===== src/rtl/conv_frame_enc.sv =====
module conv_frame_enc #(
  parameter int MSG_LEN  = 15,
  parameter int TAIL_LEN = 3
) (
  input  logic       clk,
  input  logic       rst_n,
  input  logic       in_valid,
  output logic       in_ready,
  input  logic       in_bit,
  input  logic       in_sof,
  output logic       out_valid,
  output logic [1:0] out_sym,
  output logic       out_eof
);
  localparam int FRAME_LEN = MSG_LEN + TAIL_LEN;
  localparam int CW        = $clog2(FRAME_LEN + 1);

  logic [CW-1:0] pos;
  logic [1:0]    hist;

  wire       in_tail = pos >= CW'(MSG_LEN);
  assign     in_ready = !in_tail;
  wire       take    = in_valid && !in_tail;
  wire       step    = take || in_tail;
  wire       restart = take && in_sof;
  wire [1:0] h       = restart ? 2'b00 : hist;
  wire       b       = take ? in_bit : 1'b0;
  wire       last    = pos == CW'(FRAME_LEN - 1);

  always_ff @(posedge clk) begin
    if (!rst_n) begin
      pos       <= '0;
      hist      <= '0;
      out_valid <= 1'b0;
      out_sym   <= '0;
      out_eof   <= 1'b0;
    end else begin
      out_valid <= step;
      out_eof   <= in_tail && last;
      if (step) begin
        out_sym <= {b ^ h[0] ^ h[1], b ^ h[1]};
        hist    <= last ? 2'b00 : {h[0], b};
        if (last)         pos <= '0;
        else if (restart) pos <= CW'(1);
        else              pos <= pos + CW'(1);
      end
    end
  end
endmodule


===== config.mk =====
export PLATFORM = sky130hd
export DESIGN_NAME = conv_frame_enc
export DESIGN_NICKNAME = d
export VERILOG_FILES = /design/src/rtl/conv_frame_enc.sv
export SDC_FILE = /design/constraint.sdc
export NUM_CORES = 1
export LEC_CHECK = 0
export ABC_CLOCK_PERIOD_IN_PS = 1800
export BUFFER_PORTS_ARGS = -buffer_cell sky130_fd_sc_hd__buf_2
export CAP_MARGIN = 20
export CORE_AREA = 2 2 39 41
export CTS_BUF_LIST = sky130_fd_sc_hd__clkbuf_4 sky130_fd_sc_hd__clkbuf_8
export DETAILED_ROUTE_END_ITERATION = 16
export DIE_AREA = 0 0 41 43
export GPL_TIMING_DRIVEN = 0
export PLACE_DENSITY = 0.7
export SYNTH_ARGS = -nofsm -noshare
export SYNTH_HDL_FRONTEND = slang
export SYNTH_SLANG_ARGS = --single-unit
export TNS_END_PERCENT = 100

===== constraint.sdc =====
create_clock -name clk -period 1.8 [get_ports clk]
set_clock_uncertainty 0.2 [all_clocks]
set_input_delay 0.18 -clock clk [delete_from_list [all_inputs] [get_ports clk]]
set_output_delay 0.18 -clock clk [all_outputs]
set_load 0.02 [all_outputs]

# Word-level counts from Yosys, hierarchy flattened
# Index checks and enable logic that the tools add are counted.
totals:
  output_inout_bits: 5
  latch_bits: 0
  regBits: 11
  word_cells: 21
  mem_bits_ro: 0
  ram_bits: 0
  memories: 0
  input_bits: 5
classes:
  shift: 0
  muxes: 5
  bitwise_logic: 3
  div: 0
  n_lt_le_gt_ge: 1
  add_sub_neg: 1
  multipliers: 0
  n_eq_ne: 1
  n_reduce_logical: 5
ops:
  columns: ["op", "n"]
  rows:
  - ["two-way mux 5 bit", 2]
  - ["adder 5 x 1 -> 5 bit, second input constant", 1]
  - ["== test 5 bit, second input constant", 1]
  - ["greater-or-equal comparator 5 x 4 -> 1 bit, second input constant", 1]
  - ["two-way mux 2 bit", 2]
  - ["logical AND 1 bit", 3]
  - ["XOR 1 bit", 3]
  - ["zero test 1 bit", 1]
  - ["logical OR 1 bit", 1]
  - ["two-way mux 1 bit", 1]

# Logic depth before layout (Yosys ltp)
# Gate-level depths: netlist of the first run.
depth:
  ltp_word: 7
  depth_mapped: 8
  mapped_depth_nobuf: 8

# Worst setup path after synthesis of the first run
# No wires, ideal clock.
synth_path:
  path_kind: "register to register"
  startpoint: "reg pos[0]"
  endpoint: "reg pos[1]"
  path_stages_with_launch: 9
  synth_period_minus_slack_ns: 1.945
  required_ns: 1.483
  arrival_time_ns: 1.628
  n_path_buf: 0
  setup_time_ns: 0.117
  setup_slack_ns: -0.145
  cell_sequence: "dfxtp_1 > ha_1 > and3_2 > ha_1 > nor2_1 > nand2_2 > inv_2 > a21o_1 > o2bb2ai_1"
synth_via:
  elab_chain_cells: 6
  elab_cells_between_ends: 9
  cone_classes: "1 x add/sub; 1 x order compare; 1 x eq/ne; 2 x mux; 4 x reduce/logical"
synth_lines:
  columns: ["element", "line_no", "rtl"]
  rows:
  - ["start, declared", "18", "logic [CW-1:0] pos;"]
  - ["start signal, assigned", "45", "else pos <= pos + CW'(1);"]
  - ["greater-or-equal comparator 5 x 4 -> 1 bit *", "21", "wire in_tail = pos >= CW'(MSG_LEN);"]
  - ["zero test 1 bit *", null, null]
  - ["named net in_ready", "8", "output logic in_ready,"]
  - ["logical AND 1 bit *", "23", "wire take = in_valid && !in_tail;"]
  - ["logical AND 1 bit", "25", "wire restart = take && in_sof;"]
  - ["two-way mux 5 bit", "44", "else if (restart) pos <= CW'(1);"]
  - ["two-way mux 5 bit", "43", "if (last) pos <= '0;"]
# The timed path passes the listed nets; every way through them passes the cells marked *.
# A chain may end at the register's enable or synchronous reset.

# Worst setup path in the final report of the first run
layout_path:
  startpoint: "reg pos[0]"
  endpoint: "out in_ready"
layout_via:
  elab_chain_cells: 2
layout_lines:
  columns: ["element", "line_no", "rtl"]
  rows:
  - ["greater-or-equal comparator 5 x 4 -> 1 bit", "21", null]
  - ["zero test 1 bit", "22", "assign in_ready = !in_tail;"]
  - ["end, declared", "8", null]
# No other way between the ends.

==> results.sh, run 1 <==
export IMPL_hold_ws_ns=-0.00602
export IMPL_cts_buffers=3
export IMPL_whs_endpoint="out_sym[0]"
export IMPL_wl_met2_um=652
export IMPL_overflow=0
export IMPL_core_area_um2=1380
export IMPL_cp_num_buf_inv=2
export IMPL_post_place_ws_ns=-0.172
export IMPL_timing_rr_start="pos[0]"
export IMPL_crit_path_end_kind="output pin"
export IMPL_clk_pin_slew_worst_paths_ns=0.08
export IMPL_drt_wirelength_per_cell_um=13.4
export IMPL_initial_core_util_pct=42.7
export IMPL_violations="negative hold slack, negative setup slack"
export IMPL_swShare_pct=27.1
export IMPL_drive_gt1_share_pct=50.6
export IMPL_postLayoutCellArea_um2=865
export IMPL_crit_chain="ha_4, and3_4, ha_4, nor2_4, nand2_4, inv_4, buf_6"
export IMPL_power_total_uw=534
export IMPL_min_path_type="primary input to register"
export IMPL_die_h_um=43
export IMPL_detail_route_antenna_nets=0
export IMPL_clkLatencyLatePin_ns=0.28
export IMPL_internal_power_uw=389
export IMPL_dp_hpwl_um=869
export IMPL_status="finished with violations"
export IMPL_fp_row_count=14
export IMPL_dpl_cell_area_um2=667
export IMPL_diodes=0
export IMPL_ys_types=28
export IMPL_portBuffers=8
export IMPL_holdCritStartpoint="rst_n"
export IMPL_fin_util_pct=62.5
export IMPL_yosys_warnings=0
export IMPL_max_clock_path_buffers=2
export IMPL_leakage_uw=0.000368
export IMPL_peakVddDrop_mv=0.362
export IMPL_arrival_ns=1.52
export IMPL_fmax_ghz=0.527
export IMPL_gp_congestion=0.783
export IMPL_maxSlewViolCount=0
export IMPL_clkPwrFrac_pct=36.5
export IMPL_reg2reg_setup_slack_ns=-0.05
export IMPL_critPathLaunchType="register"
export IMPL_tns_ns=-0.210
export IMPL_ys_flop_type="dfxtp_1"
export IMPL_routed_wl_um=1360
export IMPL_slowest_delay_ns=0.36
export IMPL_finalHoldViolations=1
export IMPL_setup_ws_ns=-0.0980
export IMPL_syn_nets=72
export IMPL_syn_cell_area_um2=591
export IMPL_num_vias=579
export IMPL_synth_edf_count=0
export IMPL_synth_cells=64
export IMPL_cp_top_family="simple AND/OR/NAND/NOR gates"
export IMPL_top_layer="met4"
export IMPL_rsz0062_at_grt="yes"
export IMPL_p_sw_uw=145
export IMPL_ys_ff_latch=11
export IMPL_r2r_end="hist[1]"
export IMPL_cp_depth=7
export IMPL_antenna_found_initial=0
export IMPL_cts_max_level=1
export IMPL_wl_met1_um=606
export IMPL_grt_max_degree=10
export IMPL_fillers=115
export IMPL_die_area_um2=1760
export IMPL_worstSetupPathType="register to output pin"
export IMPL_clock_root_buffer="clkbuf_4"
export IMPL_grt_pass1_wl_um=2150
export IMPL_cpMaxStageDelayCell="dfxtp_4"
export IMPL_drc=0
export IMPL_seq_power_share_pct=48.3
export IMPL_period_share_pct=105
export IMPL_track_usage_pct=18.2
export IMPL_clkSinkCount=11
export IMPL_post_drt_via_cell_ratio=5.73
export IMPL_dr_pass1_iters=4
export IMPL_ys_seq_area_share_pct=37.3
export IMPL_cellPowerDensity_nw_per_um2=618
export IMPL_synthArstFlopShare_pct=0
export IMPL_die_width_um=41
export IMPL_critPathMaxFanout=4
export IMPL_worst_pin_slew_ns=0.313
export IMPL_finalSetupViolations=4
export IMPL_crit_required_ns=1.42
export IMPL_drt_iter0_markers=7
export IMPL_fin_nets=94
export IMPL_cts_tree="done"
export IMPL_wl_met3_um=59
export IMPL_r2r_cells=7
export IMPL_combPwrFrac_pct=15.2
export IMPL_synth_avg_cell_area_um2=9.23
export IMPL_slew_headroom_pct=79.0
export IMPL_fin_crit_ns=1.90
export IMPL_cpMostUsedCell="ha_4"
export IMPL_hold_depth=2
export IMPL_syn_to_final_growth_pct=46.4
export IMPL_drv_cap=0
export IMPL_io_pins=10
export IMPL_grt_pass1_vias=529
==> repair_timing <==
action,CTS,global route
endpoints found under the setup margin,9,8
pin swaps,3,6
setup buffers,6,2
hold endpoints to repair,2,0
gates resized for setup,11,8
hold buffers,1,0
==> worst register-to-register path: stages, from the launching register on <==
cell and delay (ns):
dfxtp_4 0.36, ha_4 0.15, and3_4 0.18, ha_4 0.16
nor2_4 0.15, buf_4 0.15, a311oi_2 0.12, a22o_2 0.28
==> cell usage in the layout, fill, tap and decap left out, types with 2 or more instances in the layout <==
cell,count
dfxtp_1,9
buf_2,7
buf_4,7
nor2_1,5
inv_1,4
nand2_1,4
a21oi_1,4
clkbuf_4,4
a31oi_1,3
mux2i_1,2
nand3_1,2
nor3_2,2
ha_4,2
buf_6,2
dfxtp_4,2
==> flip-flops by register name (all words and copies together), names as in the netlist <==
register   cells
out_eof        1
pos            5
hist           2
out_sym        2
out_valid      1
==> cells in the mapped netlist (all sizes together) (2+ instances only) <==
master | count | area share [%]
nand2b | 2 | 3.4
a31oi | 3 | 3.2
nor2 | 6 | 3.8
o2bb2ai | 2 | 3.0
inv | 5 | 3.2
mux2i | 2 | 3.4
nor3 | 3 | 2.5
a21oi | 5 | 4.2
nand2 | 5 | 3.6
dfxtp | 11 | 37
ha | 3 | 6.4
a311oi | 2 | 3.0
o22ai | 2 | 2.1
nand3 | 2 | 1.7
==> final cells by class <==
type | instances | area (µm²) | share of cell area (%)
Timing Repair Buffer | 17 | 120 | 13.9
Tap cell | 16 | 20.0 | 2.32
Multi-Input combinational cell | 47 | 432 | 49.9
Buffer | 1 | 13.8 | 1.59
Sequential cell | 11 | 228 | 26.3
Inverter | 5 | 21.3 | 2.46
Clock buffer | 4 | 30.0 | 3.47
==> worst max path at each step <==
stage / start / endpoint / slack [ns]
detailed placement: pos[1] / pos[2] / -0.17
global route: pos[0] / in_ready / -0.15
CTS: pos[0] / in_ready / -0.07
floorplan: pos[0] / pos[1] / 0.006
finish: pos[0] / in_ready / -0.1
global placement: pos[1] / pos[2] / -0.15
==> power by group through the flow <==
stage / combinational [µW] / sequential (µW) / clock [µW]
2_1_floorplan: 38.4 / 271 / 0
3_3_place_gp: 61.6 / 266 / 0
3_5_place_dp: 61.9 / 267 / 0
4_1_cts: 72.2 / 258 / 191
5_1_grt: 88.3 / 260 / 208
6_report: 81.1 / 258 / 195
==> logic make-up after synthesis <==
logic type,synth area share (%)
flip-flops,37.3
AND/OR/NAND/NOR,23.5
adder cells (fa/ha/maj),6.36
XOR/XNOR,1.48
multiplexers,3.39
buffers and inverters,5.51
AO/OA/AOI/OAI,22.5
==> stage by stage <==
step	hold WS, ns	std cells
final	-0.00602	101
after global routing	-0.0108	101
after CTS	0.00476	99
after detailed placement	0.252	88
after floorplan	0.0938	64
after global placement	0.251	88
==> layer usage <==
metal	global-route usage [%]	up-vias
met1	23.0	279
met4	10.0	0
met2	26.9	16
met3	4.71	4
met5	0	-
li1	-	280
No activity file was read; power rests on OpenSTA's default activity.
==> run 2: changes to the inputs <==
--- a/config.mk
+++ b/config.mk
@@ -5,6 +5,7 @@
 export SDC_FILE = /design/constraint.sdc
 export NUM_CORES = 1
 export LEC_CHECK = 0
+export ABC_AREA = 1
 export ABC_CLOCK_PERIOD_IN_PS = 1800
 export BUFFER_PORTS_ARGS = -buffer_cell sky130_fd_sc_hd__buf_2
 export CAP_MARGIN = 20
==> run 2 against run 1 <==
The flow finishes with violations (negative setup slack). Worst hold slack gained 0.15 ns. Core utilization decreased by 0.45 points. First-iteration DRC count unchanged. Register-to-register slack got worse by 0.07 ns. Die area unchanged. Total power increased by 0.13%. Via count is 1.6% lower. Maximum frequency decreased by 1.2%. Flip-flop and latch count did not move. Worst setup slack got worse by 0.024 ns. Area after synthesis decreased by 0.64%. Critical endpoint is now out_sym[1]. Highest routed layer unchanged.
==> results.sh, run 2 <==
export IMPL_synth_top_cell_by_area="dfxtp_1"
export IMPL_final_common_cell="inv_1"
export IMPL_synth_mux_area_share_pct=0
export IMPL_core_area_um2=1380
export IMPL_leakage_uw=0.000427
export IMPL_setup_ws_ns=-0.122
export IMPL_num_vias=570
export IMPL_grt_max_degree=9
export IMPL_ys_ff_latch=11
export IMPL_clock_root_buffer="clkbuf_4"
export IMPL_drc=0
export IMPL_final_cell_mix="inv_1 (10), dfxtp_1 (9), buf_2 (8), buf_4 (8), nand2_2 (7)"
export IMPL_worstSetupPathType="register to register"
export IMPL_slowest_delay_ns=0.36
export IMPL_r2r_cells=12
export IMPL_power_total_uw=535
export IMPL_crit_chain="ha_4, nand2_4, nor2_2, ha_2, nor2_4, nand4_1, nand3_2, nand2_2, nand2_2, nand3_2, nand2_1, inv_1"
export IMPL_synth_avg_cell_area_um2=8.04
export IMPL_diodes=0
export IMPL_whs_endpoint="hist[0]"
export IMPL_top_register="pos"
export IMPL_synth_simple_gate_area_share_pct=36.7
export IMPL_fmax_ghz=0.520
export IMPL_drt_wirelength_per_cell_um=12.0
export IMPL_critPathLaunchType="register"
export IMPL_seq_power_share_pct=48.5
export IMPL_arrival_ns=1.89
export IMPL_cpMaxStageDelayCell="dfxtp_4"
export IMPL_clkPwrFrac_pct=33.9
export IMPL_fin_util_pct=62.0
export IMPL_yosysMostFrequentCell="nand2_1"
export IMPL_synth_common_cells="nand2_1 (13), dfxtp_1 (11), inv_1 (10)"
export IMPL_period_share_pct=107
export IMPL_cp_top_family="simple AND/OR/NAND/NOR gates"
export IMPL_swShare_pct=26.6
export IMPL_cts_tree="done"
export IMPL_die_width_um=41
export IMPL_dr_pass1_iters=4
export IMPL_largest_reg_flops=5
export IMPL_synth_cells=73
export IMPL_violations="negative setup slack"
export IMPL_yosys_warnings=0
export IMPL_io_pins=10
export IMPL_synth_xor_area_share_pct=1.49
export IMPL_p_sw_uw=142
export IMPL_clkSinkCount=11
export IMPL_max_clock_path_buffers=2
export IMPL_cts_max_level=1
export IMPL_reg_top3="pos x5, hist x2, out_sym x2"
export IMPL_synth_top_family_by_area="simple AND/OR/NAND/NOR gates"
export IMPL_die_area_um2=1760
export IMPL_status="finished with violations"
export IMPL_peakVddDrop_mv=0.439
export IMPL_drt_iter0_markers=7
export IMPL_clk_pin_slew_worst_paths_ns=0.07
export IMPL_worst_pin_slew_ns=0.289
export IMPL_crit_required_ns=1.77
export IMPL_cts_buffers=3
export IMPL_internal_power_uw=393
export IMPL_finalSetupViolations=8
export IMPL_gp_congestion=0.749
export IMPL_timing_rr_start="pos[0]"
export IMPL_ys_types=22
export IMPL_dp_hpwl_um=868
export IMPL_clkLatencyLatePin_ns=0.27
export IMPL_r2r_end="out_sym[1]"
export IMPL_crit_path_end_kind="register"
export IMPL_fin_nets=105
export IMPL_grt_pass1_vias=525
export IMPL_detail_route_antenna_nets=0
export IMPL_portBuffers=9
export IMPL_die_h_um=43
export IMPL_min_path_type="primary input to register"
export IMPL_syn_nets=81
export IMPL_cellPowerDensity_nw_per_um2=623
export IMPL_syn_cell_area_um2=587
export IMPL_routed_wl_um=1340
export IMPL_synthAdderAreaFrac_pct=6.40
export IMPL_ys_flop_type="dfxtp_1"
export IMPL_post_drt_via_cell_ratio=5.09
export IMPL_finalHoldViolations=0
export IMPL_fin_crit_ns=1.92
export IMPL_syn_to_final_growth_pct=46.3
export IMPL_synth_compound_area_share_pct=10.2
export IMPL_synth_edf_count=0
export IMPL_track_usage_pct=17.6
export IMPL_fp_row_count=14
export IMPL_drive_gt1_share_pct=52.1
export IMPL_ys_seq_area_share_pct=37.5
export IMPL_synthArstFlopShare_pct=0
export IMPL_reg2reg_setup_slack_ns=-0.12
export IMPL_synth_top_area_share_pct=37.5
export IMPL_maxSlewViolCount=0
export IMPL_antenna_found_initial=0
export IMPL_synth_area_top_cells="dfxtp_1 (38%), nand2_1 (8.3%), ha_1 (6.4%)"
export IMPL_slew_headroom_pct=80.7
export IMPL_overflow=0
export IMPL_rsz0062_at_grt="yes"
export IMPL_drv_cap=0
export IMPL_hold_depth=3
export IMPL_critPathMaxFanout=4
export IMPL_cp_num_buf_inv=1
export IMPL_combPwrFrac_pct=17.7
export IMPL_holdCritStartpoint="in_bit"
export IMPL_initial_core_util_pct=42.4
export IMPL_grt_pass1_wl_um=2150
run 2: cell types whose count changed after synthesis, sizes merged, moves of 3 or more:
cell   before  now
inv         5   12
nand3       2    7
nand2       5   17
a31oi       3    0
run 2: timing repair:
| item | in CTS | in global routing |
|---|---|---|
| pin swaps | 9 | 11 |
| gates cloned | 0 | 0 |
| endpoints found under the setup margin | 9 | 9 |
| endpoints found under the hold margin | 1 | 0 |
| hold buffers | 1 | 0 |
| resized for setup | 10 | 13 |
| buffers inserted | 4 | 5 |
run 2: worst max-delay path by stage:
stage / depth (start not counted) / to / slack [ns] / start
after global routing: 12 / out_sym[1] / -0.23 / pos[0]
final: 12 / out_sym[1] / -0.12 / pos[0]
after global placement: 12 / out_sym[1] / -0.17 / pos[0]
after floorplan: 11 / out_sym[0] / 0.002 / pos[0]
after detailed placement: 12 / out_sym[1] / -0.18 / pos[0]
after CTS: 12 / out_sym[1] / -0.1 / pos[0]
run 2: tightest hold or removal path, cell delays in order:
cell and delay (ns):
buf_2 0.10, nand4_1 0.19, a21oi_1 0.10
run 2: cell type report:
class / instances / area [µm²]
fillers: 115 / 526
clock buffers: 4 / 30.0
well taps: 16 / 20.0
flip-flops and latches: 11 / 228
repair buffers: 19 / 133
inverters: 12 / 52.6
multi-input cells: 50 / 395
run 2: cell families (layout without fill, tap and decap cells):
group / count (synthesis) / after routing
flip-flops: 11 / 11
AO/OA/AOI/OAI: 9 / 9
buffers and inverters: 12 / 35
AND/OR/NAND/NOR: 37 / 37
adder cells (fa/ha/maj): 3 / 3
XOR/XNOR: 1 / 1
run 2: power groups by stage:
stage | Clock [µW] | Sequential (µW) | Combinational (µW)
after floorplan | 0 | 271 | 40.4
after global placement | 0 | 267 | 64.3
after detailed placement | 0 | 267 | 66.2
after CTS | 180 | 259 | 77.0
after global routing | 198 | 260 | 103
final | 181 | 259 | 94.5
run 2: per-layer routing:
layer / part of all wire [%] / vias to the layer above / global-route usage (%)
li1: - / 283 / -
met1: 41 / 272 / 21.6
met4: 1.1 / 0 / 6.00
met5: 0 / - / 0
met3: 2.8 / 3 / 3.14
met2: 55 / 12 / 29.1
run 2: metrics by stage:
| stage | setup TNS (ns) | worst slack, ns | cells | cell area (µm²) | hold slack, ns |
|---|---|---|---|---|---|
| 6_report | -0.419 | -0.122 | 112 | 858 | 0.144 |
| 5_1_grt | -1.28 | -0.232 | 112 | 858 | 0.177 |
| 4_1_cts | -0.216 | -0.0999 | 107 | 777 | 0.114 |
| 3_5_place_dp | -0.568 | -0.180 | 98 | 672 | 0.265 |
| 3_3_place_gp | -0.448 | -0.168 | 98 | 672 | 0.258 |
| 2_1_floorplan | 0 | 0.00157 | 73 | 607 | 0.0884 |
